File: config.mk
export PLATFORM = sky130hd
export DESIGN_NAME = byte_bus_bridge
export DESIGN_NICKNAME = d
export VERILOG_FILES = /design/src/rtl/byte_bus_pkg.sv /design/src/rtl/bbb_ctrl.sv /design/src/rtl/bbb_dpath.sv /design/src/rtl/byte_bus_bridge.sv
export SDC_FILE = /design/constraint.sdc
export NUM_CORES = 1
export LEC_CHECK = 0
export BUFFER_PORTS_ARGS = -buffer_cell sky130_fd_sc_hd__buf_2
export CAP_MARGIN = 20
export CORE_UTILIZATION = 47
export DETAILED_ROUTE_END_ITERATION = 10
export GPL_ROUTABILITY_DRIVEN = 0
export HOLD_SLACK_MARGIN = 0.03
export PLACE_DENSITY = 0.8
export RECOVER_POWER = 50
export SLEW_MARGIN = 20
export SYNTH_ARGS = -nofsm -noshare
export SYNTH_HDL_FRONTEND = slang
export SYNTH_SLANG_ARGS = --single-unit
File: constraint.sdc
create_clock -name clk -period 2.8 [get_ports clk]
set_input_delay 0.56 -clock clk [delete_from_list [all_inputs] [get_ports clk]]
set_output_delay 0.56 -clock clk [all_outputs]
set_load 0.03 [all_outputs]
File: src/rtl/byte_bus_pkg.sv
package byte_bus_pkg;

  typedef enum logic [1:0] {
    OP_MEM_LOAD  = 2'b00,
    OP_MEM_STORE = 2'b01,
    OP_IO_IN     = 2'b10,
    OP_IO_OUT    = 2'b11
  } busOp_e;

  typedef enum logic [1:0] {
    ST_IDLE   = 2'd0,
    ST_FIRST  = 2'd1,
    ST_SECOND = 2'd2
  } seqState_e;

  // strobes from sequencer to datapath
  typedef struct packed {
    logic capture;   // latch a new request this edge
    logic capIo;     // new request is a device access
    logic capWrite;  // new request carries data out
    logic active;    // a byte cycle is on the bus
    logic phaseTwo;  // second byte of a word
    logic shiftIn;   // read byte completes this edge
    logic isIo;      // running access targets a device
    logic isWrite;   // running access writes
    logic isWord;    // running access is two bytes
  } ctlStrobe_t;

endpackage

File: src/rtl/bbb_ctrl.sv
module bbb_ctrl
  import byte_bus_pkg::*;
(
  input  logic       clk,
  input  logic       rstN,
  input  logic       reqValid,
  input  logic [1:0] reqKind,
  input  logic       reqWord,
  input  logic       busReady,
  output ctlStrobe_t strobe,
  output logic       busRead,
  output logic       busWrite,
  output logic       memSel,
  output logic       done,
  output logic       idle
);

  seqState_e stateQ;
  busOp_e    opQ;
  logic      wordQ;
  logic      doneQ;
  busOp_e    reqOp;

  assign reqOp = busOp_e'(reqKind);

  always_ff @(posedge clk) begin
    if (!rstN) begin
      stateQ <= ST_IDLE;
      opQ    <= OP_MEM_LOAD;
      wordQ  <= 1'b0;
      doneQ  <= 1'b0;
    end else begin
      doneQ <= 1'b0;
      unique case (stateQ)
        ST_IDLE: begin
          if (reqValid) begin
            opQ    <= reqOp;
            // device accesses are always a single byte
            wordQ  <= reqWord && !reqKind[1];
            stateQ <= ST_FIRST;
          end
        end
        ST_FIRST: begin
          if (busReady) begin
            if (wordQ) begin
              stateQ <= ST_SECOND;
            end else begin
              stateQ <= ST_IDLE;
              doneQ  <= 1'b1;
            end
          end
        end
        ST_SECOND: begin
          if (busReady) begin
            stateQ <= ST_IDLE;
            doneQ  <= 1'b1;
          end
        end
        default: stateQ <= ST_IDLE;
      endcase
    end
  end

  always_comb begin
    strobe          = '0;
    strobe.capture  = (stateQ == ST_IDLE) && reqValid;
    strobe.capIo    = reqKind[1];
    strobe.capWrite = reqKind[0];
    strobe.active   = (stateQ != ST_IDLE);
    strobe.phaseTwo = (stateQ == ST_SECOND);
    strobe.isIo     = (opQ == OP_IO_IN) || (opQ == OP_IO_OUT);
    strobe.isWrite  = (opQ == OP_MEM_STORE) || (opQ == OP_IO_OUT);
    strobe.isWord   = wordQ;
    strobe.shiftIn  = strobe.active && busReady && !strobe.isWrite;
  end

  assign busRead  = strobe.active && !strobe.isWrite;
  assign busWrite = strobe.active && strobe.isWrite;
  assign memSel   = strobe.active && !strobe.isIo;
  assign done     = doneQ;
  assign idle     = (stateQ == ST_IDLE);

endmodule

File: src/rtl/bbb_dpath.sv
module bbb_dpath
  import byte_bus_pkg::*;
#(
  parameter int ADDR_W = 16,
  parameter int BYTE_W = 8,
  parameter int DEV_W  = 4,
  parameter int PORT_W = 4
) (
  input  logic                      clk,
  input  logic                      rstN,
  input  ctlStrobe_t                strobe,
  input  logic [ADDR_W-1:0]         reqAddr,
  input  logic [DEV_W-1:0]          reqDev,
  input  logic [PORT_W-1:0]         reqPort,
  input  logic [2*BYTE_W-1:0]       reqWdata,
  input  logic [BYTE_W-1:0]         busRdata,
  output logic [ADDR_W-1:0]         busAddr,
  output logic [BYTE_W-1:0]         busWdata,
  output logic [2*BYTE_W-1:0]       rdData
);

  localparam int WORD_W = 2 * BYTE_W;
  localparam int IO_W   = DEV_W + PORT_W;
  localparam int PAD_W  = ADDR_W - IO_W;

  logic [ADDR_W-1:0] addrQ;
  logic [WORD_W-1:0] dataQ;
  logic [ADDR_W-1:0] ioAddr;
  logic [ADDR_W-1:0] nextAddr;

  generate
    if (PAD_W > 0) begin : g_ioPad
      assign ioAddr = {{PAD_W{1'b0}}, reqDev, reqPort};
    end else begin : g_ioNoPad
      assign ioAddr = ADDR_W'({reqDev, reqPort});
    end
  endgenerate

  // second byte address wraps at the address width
  assign nextAddr = addrQ + ADDR_W'(1);

  always_ff @(posedge clk) begin
    if (!rstN) begin
      addrQ <= '0;
      dataQ <= '0;
    end else if (strobe.capture) begin
      addrQ <= strobe.capIo ? ioAddr : reqAddr;
      dataQ <= strobe.capWrite ? reqWdata : '0;
    end else if (strobe.shiftIn) begin
      // earlier byte moves up, new byte enters the low lane
      dataQ <= {dataQ[BYTE_W-1:0], busRdata};
    end
  end

  always_comb begin
    busAddr = '0;
    if (strobe.active) begin
      if (strobe.isIo)          busAddr = addrQ;
      else if (strobe.phaseTwo) busAddr = nextAddr;
      else                      busAddr = addrQ;
    end
  end

  always_comb begin
    busWdata = '0;
    if (strobe.active && strobe.isWrite) begin
      if (strobe.isWord && !strobe.phaseTwo) busWdata = dataQ[WORD_W-1:BYTE_W];
      else                                   busWdata = dataQ[BYTE_W-1:0];
    end
  end

  assign rdData = dataQ;

endmodule

File: src/rtl/byte_bus_bridge.sv
module byte_bus_bridge
  import byte_bus_pkg::*;
#(
  parameter int ADDR_W = 16,
  parameter int BYTE_W = 8,
  parameter int DEV_W  = 4,
  parameter int PORT_W = 4
) (
  input  logic                clk,
  input  logic                rstN,
  input  logic                reqValid,
  input  logic [1:0]          reqKind,
  input  logic                reqWord,
  input  logic [ADDR_W-1:0]   reqAddr,
  input  logic [DEV_W-1:0]    reqDev,
  input  logic [PORT_W-1:0]   reqPort,
  input  logic [2*BYTE_W-1:0] reqWdata,
  output logic [ADDR_W-1:0]   busAddr,
  output logic [BYTE_W-1:0]   busWdata,
  input  logic [BYTE_W-1:0]   busRdata,
  output logic                busRead,
  output logic                busWrite,
  output logic                memSel,
  input  logic                busReady,
  output logic [2*BYTE_W-1:0] rdData,
  output logic                done,
  output logic                idle
);

  ctlStrobe_t strobe;

  bbb_ctrl i_ctrl (
    .clk      (clk),
    .rstN     (rstN),
    .reqValid (reqValid),
    .reqKind  (reqKind),
    .reqWord  (reqWord),
    .busReady (busReady),
    .strobe   (strobe),
    .busRead  (busRead),
    .busWrite (busWrite),
    .memSel   (memSel),
    .done     (done),
    .idle     (idle)
  );

  bbb_dpath #(
    .ADDR_W (ADDR_W),
    .BYTE_W (BYTE_W),
    .DEV_W  (DEV_W),
    .PORT_W (PORT_W)
  ) i_dpath (
    .clk      (clk),
    .rstN     (rstN),
    .strobe   (strobe),
    .reqAddr  (reqAddr),
    .reqDev   (reqDev),
    .reqPort  (reqPort),
    .reqWdata (reqWdata),
    .busRdata (busRdata),
    .busAddr  (busAddr),
    .busWdata (busWdata),
    .rdData   (rdData)
  );

endmodule

# Yosys cells after proc, flatten, opt, wreduce, memory -nomap -nowiden
# Index checks and enable logic that the tools add are counted.
# word_totals
regBits	38
latch_bits	0
ramBits	0
romBits	0
inputBits	55
wordCells	52
mem_count	0
# classes
n_addsub	1
n_mul	0
div	0
n_lt_le_gt_ge	0
eq_ne	8
shifts	0
n_mux	18
bitwise	0
reduce_logical	19
# ops
operator	count
$mux 16	7
$add 16x1->16 const B	1
$mux 8	2
$logic_and 1x1->1	8
$mux 2	4
$eq 2x2->1 const B	3
$ne 2x2->1 const B	3
$pmux 2 s3	1
$eq 2x1->1 const B	2
$logic_not 1->1	4
$reduce_bool 2->1	2
$mux 1	3
$reduce_and 3->1	1
$logic_not 2->1	1
$logic_or 1x1->1	2
$pmux 1 s2	1
$reduce_and 2->1	1

# Logic depth before layout (Yosys ltp)
# logic_depth
ltp_word	6
ltp_mapped	8
ltp_nobuf	6

# Modules after synthesis
# A second synthesis with hierarchy kept.
# unflattened
cells_unflattened	302
area_unflattened_um2	2431.1
# modules_own_cells
mod	instances	cells_each	area_each_um2
bbb_dpath	1	257	2023.2
bbb_ctrl	1	45	407.9

# Least setup slack after synthesis
# Ideal clock, no wire load.
# synth_timing
kind	reg-to-output
from	register i_ctrl.stateQ[0]
to	output busAddr[14]
t_arrival_ns	1.984
required_time_ns	2.240
setup_slack_ns	0.256
stages_incl_launch_ff	8
cell_sequence	dfxtp_1 > inv_1 > ha_1 > and4b_1 > buf_4 > nand3_4 > or4_1 > a21oi_1
# synth_between
elab_chain_cells	4
word_cells_on_any_way	5
cone_classes	eq/ne (1); mux (3); reduce/logical (1)
# synth_rtl
element	line_no	text
from (decl)	bbb_ctrl.sv:18	seqState_e stateQ;
from (signal assigned)	bbb_ctrl.sv:28	stateQ <= ST_IDLE;
from (signal assigned)	bbb_ctrl.sv:40	stateQ <= ST_FIRST;
from (signal assigned)	bbb_ctrl.sv:46	stateQ <= ST_SECOND;
$eq 2x2->1	bbb_ctrl.sv:70	strobe.phaseTwo = (stateQ == ST_SECOND);
$mux 16	bbb_dpath.sv:59	else if (strobe.phaseTwo) busAddr = nextAddr;
$mux 16	bbb_dpath.sv:58	if (strobe.isIo) busAddr = addrQ;
$mux 16 *	bbb_dpath.sv:57	if (strobe.active) begin
to (decl)	byte_bus_bridge.sv:18	output logic [ADDR_W-1:0] busAddr,
# Mark *: on every way between the ends. The rest lies on a longest branch, timed or not.

# Final worst setup path
# Ends and elaborated chain as after synthesis.

==> results.json <==
{
  "min_from": "i_dpath.addrQ[12]$_SDFFE_PN0P_",
  "synth_edf_count": 0,
  "crit_chain": "inv_2, ha_4, and4b_2, nand3_4, or4_1, a21oi_2, buf_4",
  "dp_cells": 428,
  "crit_arrival_ns": 2.14,
  "synth.distinct_cells": 34,
  "yosys_warnings": 0,
  "fin_area_mm2": 0.00283,
  "cts_tree": "yes",
  "num_antenna_cells": 0,
  "clock_power_share": 0.324,
  "antenna_found_initial": 0,
  "synth_area_leaders": "dfxtp_1 (35%), nand2_1 (8.8%), nor2_1 (6.7%)",
  "p_comb_frac": 0.242,
  "period_needed_ns": 2.70,
  "worstSetupEndpointType": "primary output",
  "layout.nets": 444,
  "cts-hold-fix-buffers": 0,
  "placed_cell_area_mm2": 0.00269,
  "dp_slack_ns": 0.0687,
  "clkTransAtPathRegs_ns": 0.07,
  "drc": 0,
  "first_pass_iters": 5,
  "fin_skew_ns": 0.00515,
  "drv_slew": 0,
  "slowest_delay_ns": 0.52,
  "grt_overflow": 0,
  "mappedNetlistArea_mm2": 0.00217,
  "synth_ff_type": "dfxtp_1",
  "swShare": 0.324,
  "grtUsageTotal": 0.251,
  "yosys.area.top_type_share": 0.350,
  "outcome": "finished clean",
  "setup_viol": 0,
  "grt_max_degree": 38,
  "fin_crit_sh": 0.965,
  "crit_path_start": "i_ctrl.stateQ[0]$_SDFFE_PN0P_",
  "tightest_slew_ns": 1.10,
  "core_area_mm2": 0.00441,
  "fin_ws_ns": 0.0979,
  "ant_nets": 0,
  "r2r-start": "i_ctrl.stateQ[1]$_SDFFE_PN0P_",
  "finalWirelength_mm": 6.24,
  "num_rows": 24,
  "first_iter_violations": 182,
  "timing.fmax_ghz": 0.370,
  "crit_type": "flop to primary output",
  "wl_per_cell_um": 14.3,
  "critPathLaunchType": "flop",
  "drive_gt1_frac": 0.270,
  "p_per_area_mw_per_mm2": 518,
  "dieWidth_um": 70.0,
  "cap_violations": 0,
  "cts_buffer_depth": 2,
  "slowest_stage": "or4_1",
  "grt_pass1_wl_mm": 10.1,
  "dp_hpwl_mm": 4.30,
  "fp.dieArea_mm2": 0.00490,
  "power_mw": 1.47,
  "portBuffers": 99,
  "synthTopCellsByCount": "nand2_1 (51), nor2_1 (39), dfxtp_1 (38)",
  "power.internal_uw": 991,
  "finalNonFillerCells": 437,
  "worstSkewPairLatency_ns": 0.29,
  "postSynthAreaPerCell_um2": 7.42,
  "ir_worst_vdd_mv": 0.272,
  "p_seq_frac": 0.434,
  "syn-num-nets": 352,
  "ys_seq_area_frac": 0.350,
  "hp-class": "flop to flop",
  "relSlewSlack": 0.269,
  "synthCells": 293,
  "synth_most_common_cell": "nand2_1",
  "worstPathMaxFanout": 6,
  "critPathRequiredTime_ns": 2.24,
  "synthArstFlopShare": 0,
  "power_switching_uw": 475,
  "cts_sinks": 38,
  "cts_buffers": 5,
  "area_growth_syn_to_layout_pct": 30.0,
  "die_y_um": 70.0,
  "start_util": 0.493,
  "synth_seq_cells": 38,
  "vias": 2474,
  "netlist.top_cell.by_area": "dfxtp_1",
  "htreeDepth": 2,
  "avgViaCountPerCell": 5.66,
  "cts-root-buf": "clkbuf_8",
  "io_pins": 100,
  "fin_hold_ws_ns": 0.480,
  "leakagePower_nw": 1.20,
  "hold_viol": 0,
  "grt_pass1_vias": 2218
}
==> layout by cell type, fill, tap and decap left out, drive strengths merged, types with 4 or more instances in the layout <==
cell type and n:
nand2 51, mux2i 9, nand3 20, nand3b 9
xor2 8, a21oi 27, dfxtp 38, buf 86
clkbuf 27, nand4 7, ha 4, inv 8
o21ai 4, a211oi 9, a311oi 16, or3 4
nor2 39
==> worst max-delay path, delay by kind of cell (launching register included) <==
kind	cells	cell delay, ns
flip-flops	1	0.34
AO/OA/AOI/OAI	1	0.16
adder cells (fa/ha/maj)	1	0.16
AND/OR/NAND/NOR	3	0.93
buffers and inverters	2	0.26
==> stage by stage <==
step / TNS [ns] / util
after global routing: -0.00302 / 0.641
after global placement: 0 / 0.609
after CTS: 0 / 0.641
final: 0 / 0.641
after detailed placement: 0 / 0.609
after floorplan: 0 / -
==> state kept, by name (all words and copies together), names as in the netlist <==
| signal | cells |
|---|---|
| i_ctrl.done | 1 |
| i_ctrl.opQ | 2 |
| i_ctrl.stateQ | 2 |
| i_ctrl.wordQ | 1 |
| i_dpath.addrQ | 16 |
| i_dpath.rdData | 16 |
==> power by group through the flow <==
stage	combinational [mW]	clock, mW	sequential [mW]
CTS	0.361	0.488	0.633
floorplan	0.198	0	0.684
detailed placement	0.359	0	0.645
finish	0.354	0.475	0.636
global placement	0.352	0	0.643
global route	0.384	0.508	0.644
==> cell families after synthesis <==
logic type	synth area share
AOI/OAI and AO/OA	0.181
xor gates and xnor gates	0.0363
DFF	0.350
adders and majority gates	0.0230
and+or+nand+nor	0.308
buffers and inverters	0.0558
muxes	0.0466
==> per-layer routing <==
| metal | up-vias | track usage | routed length (µm) |
|---|---|---|---|
| met4 | 0 | 0.0733 | 82 |
| met2 | 103 | 0.437 | 3120 |
| met5 | - | 0 | 0 |
| li1 | 1207 | - | - |
| met1 | 1155 | 0.315 | 2660 |
| met3 | 9 | 0.0447 | 378 |
==> final cells by class <==
class / count / area [µm²]
multi-input cells: 225 / 1330
clock inverters: 1 / 30.0
repair buffers: 107 / 527
fillers: 414 / 1590
clock buffers: 6 / 82.6
well taps: 52 / 65.1
flip-flops and latches: 38 / 763
inverters: 8 / 30.0
==> path summary, 6_finish.rpt <==
check	end	slack [ns]	depth (start not counted)
max	busAddr[14]	0.1	7
min	i_dpath.addrQ[12]$_SDFFE_PN0P_	0.48	2
max reg2reg	i_dpath.addrQ[7]$_SDFFE_PN0P_	0.39	6
min reg2reg	i_dpath.addrQ[12]$_SDFFE_PN0P_	0.48	2
==> repair_timing <==
item                                    in CTS  in global routing
gates resized for setup                      4                  8
setup buffers                                2                  0
pin swaps                                    1                  0
endpoints found under the setup margin       5                  5
Note: power is estimated with default switching activity, not from simulation.
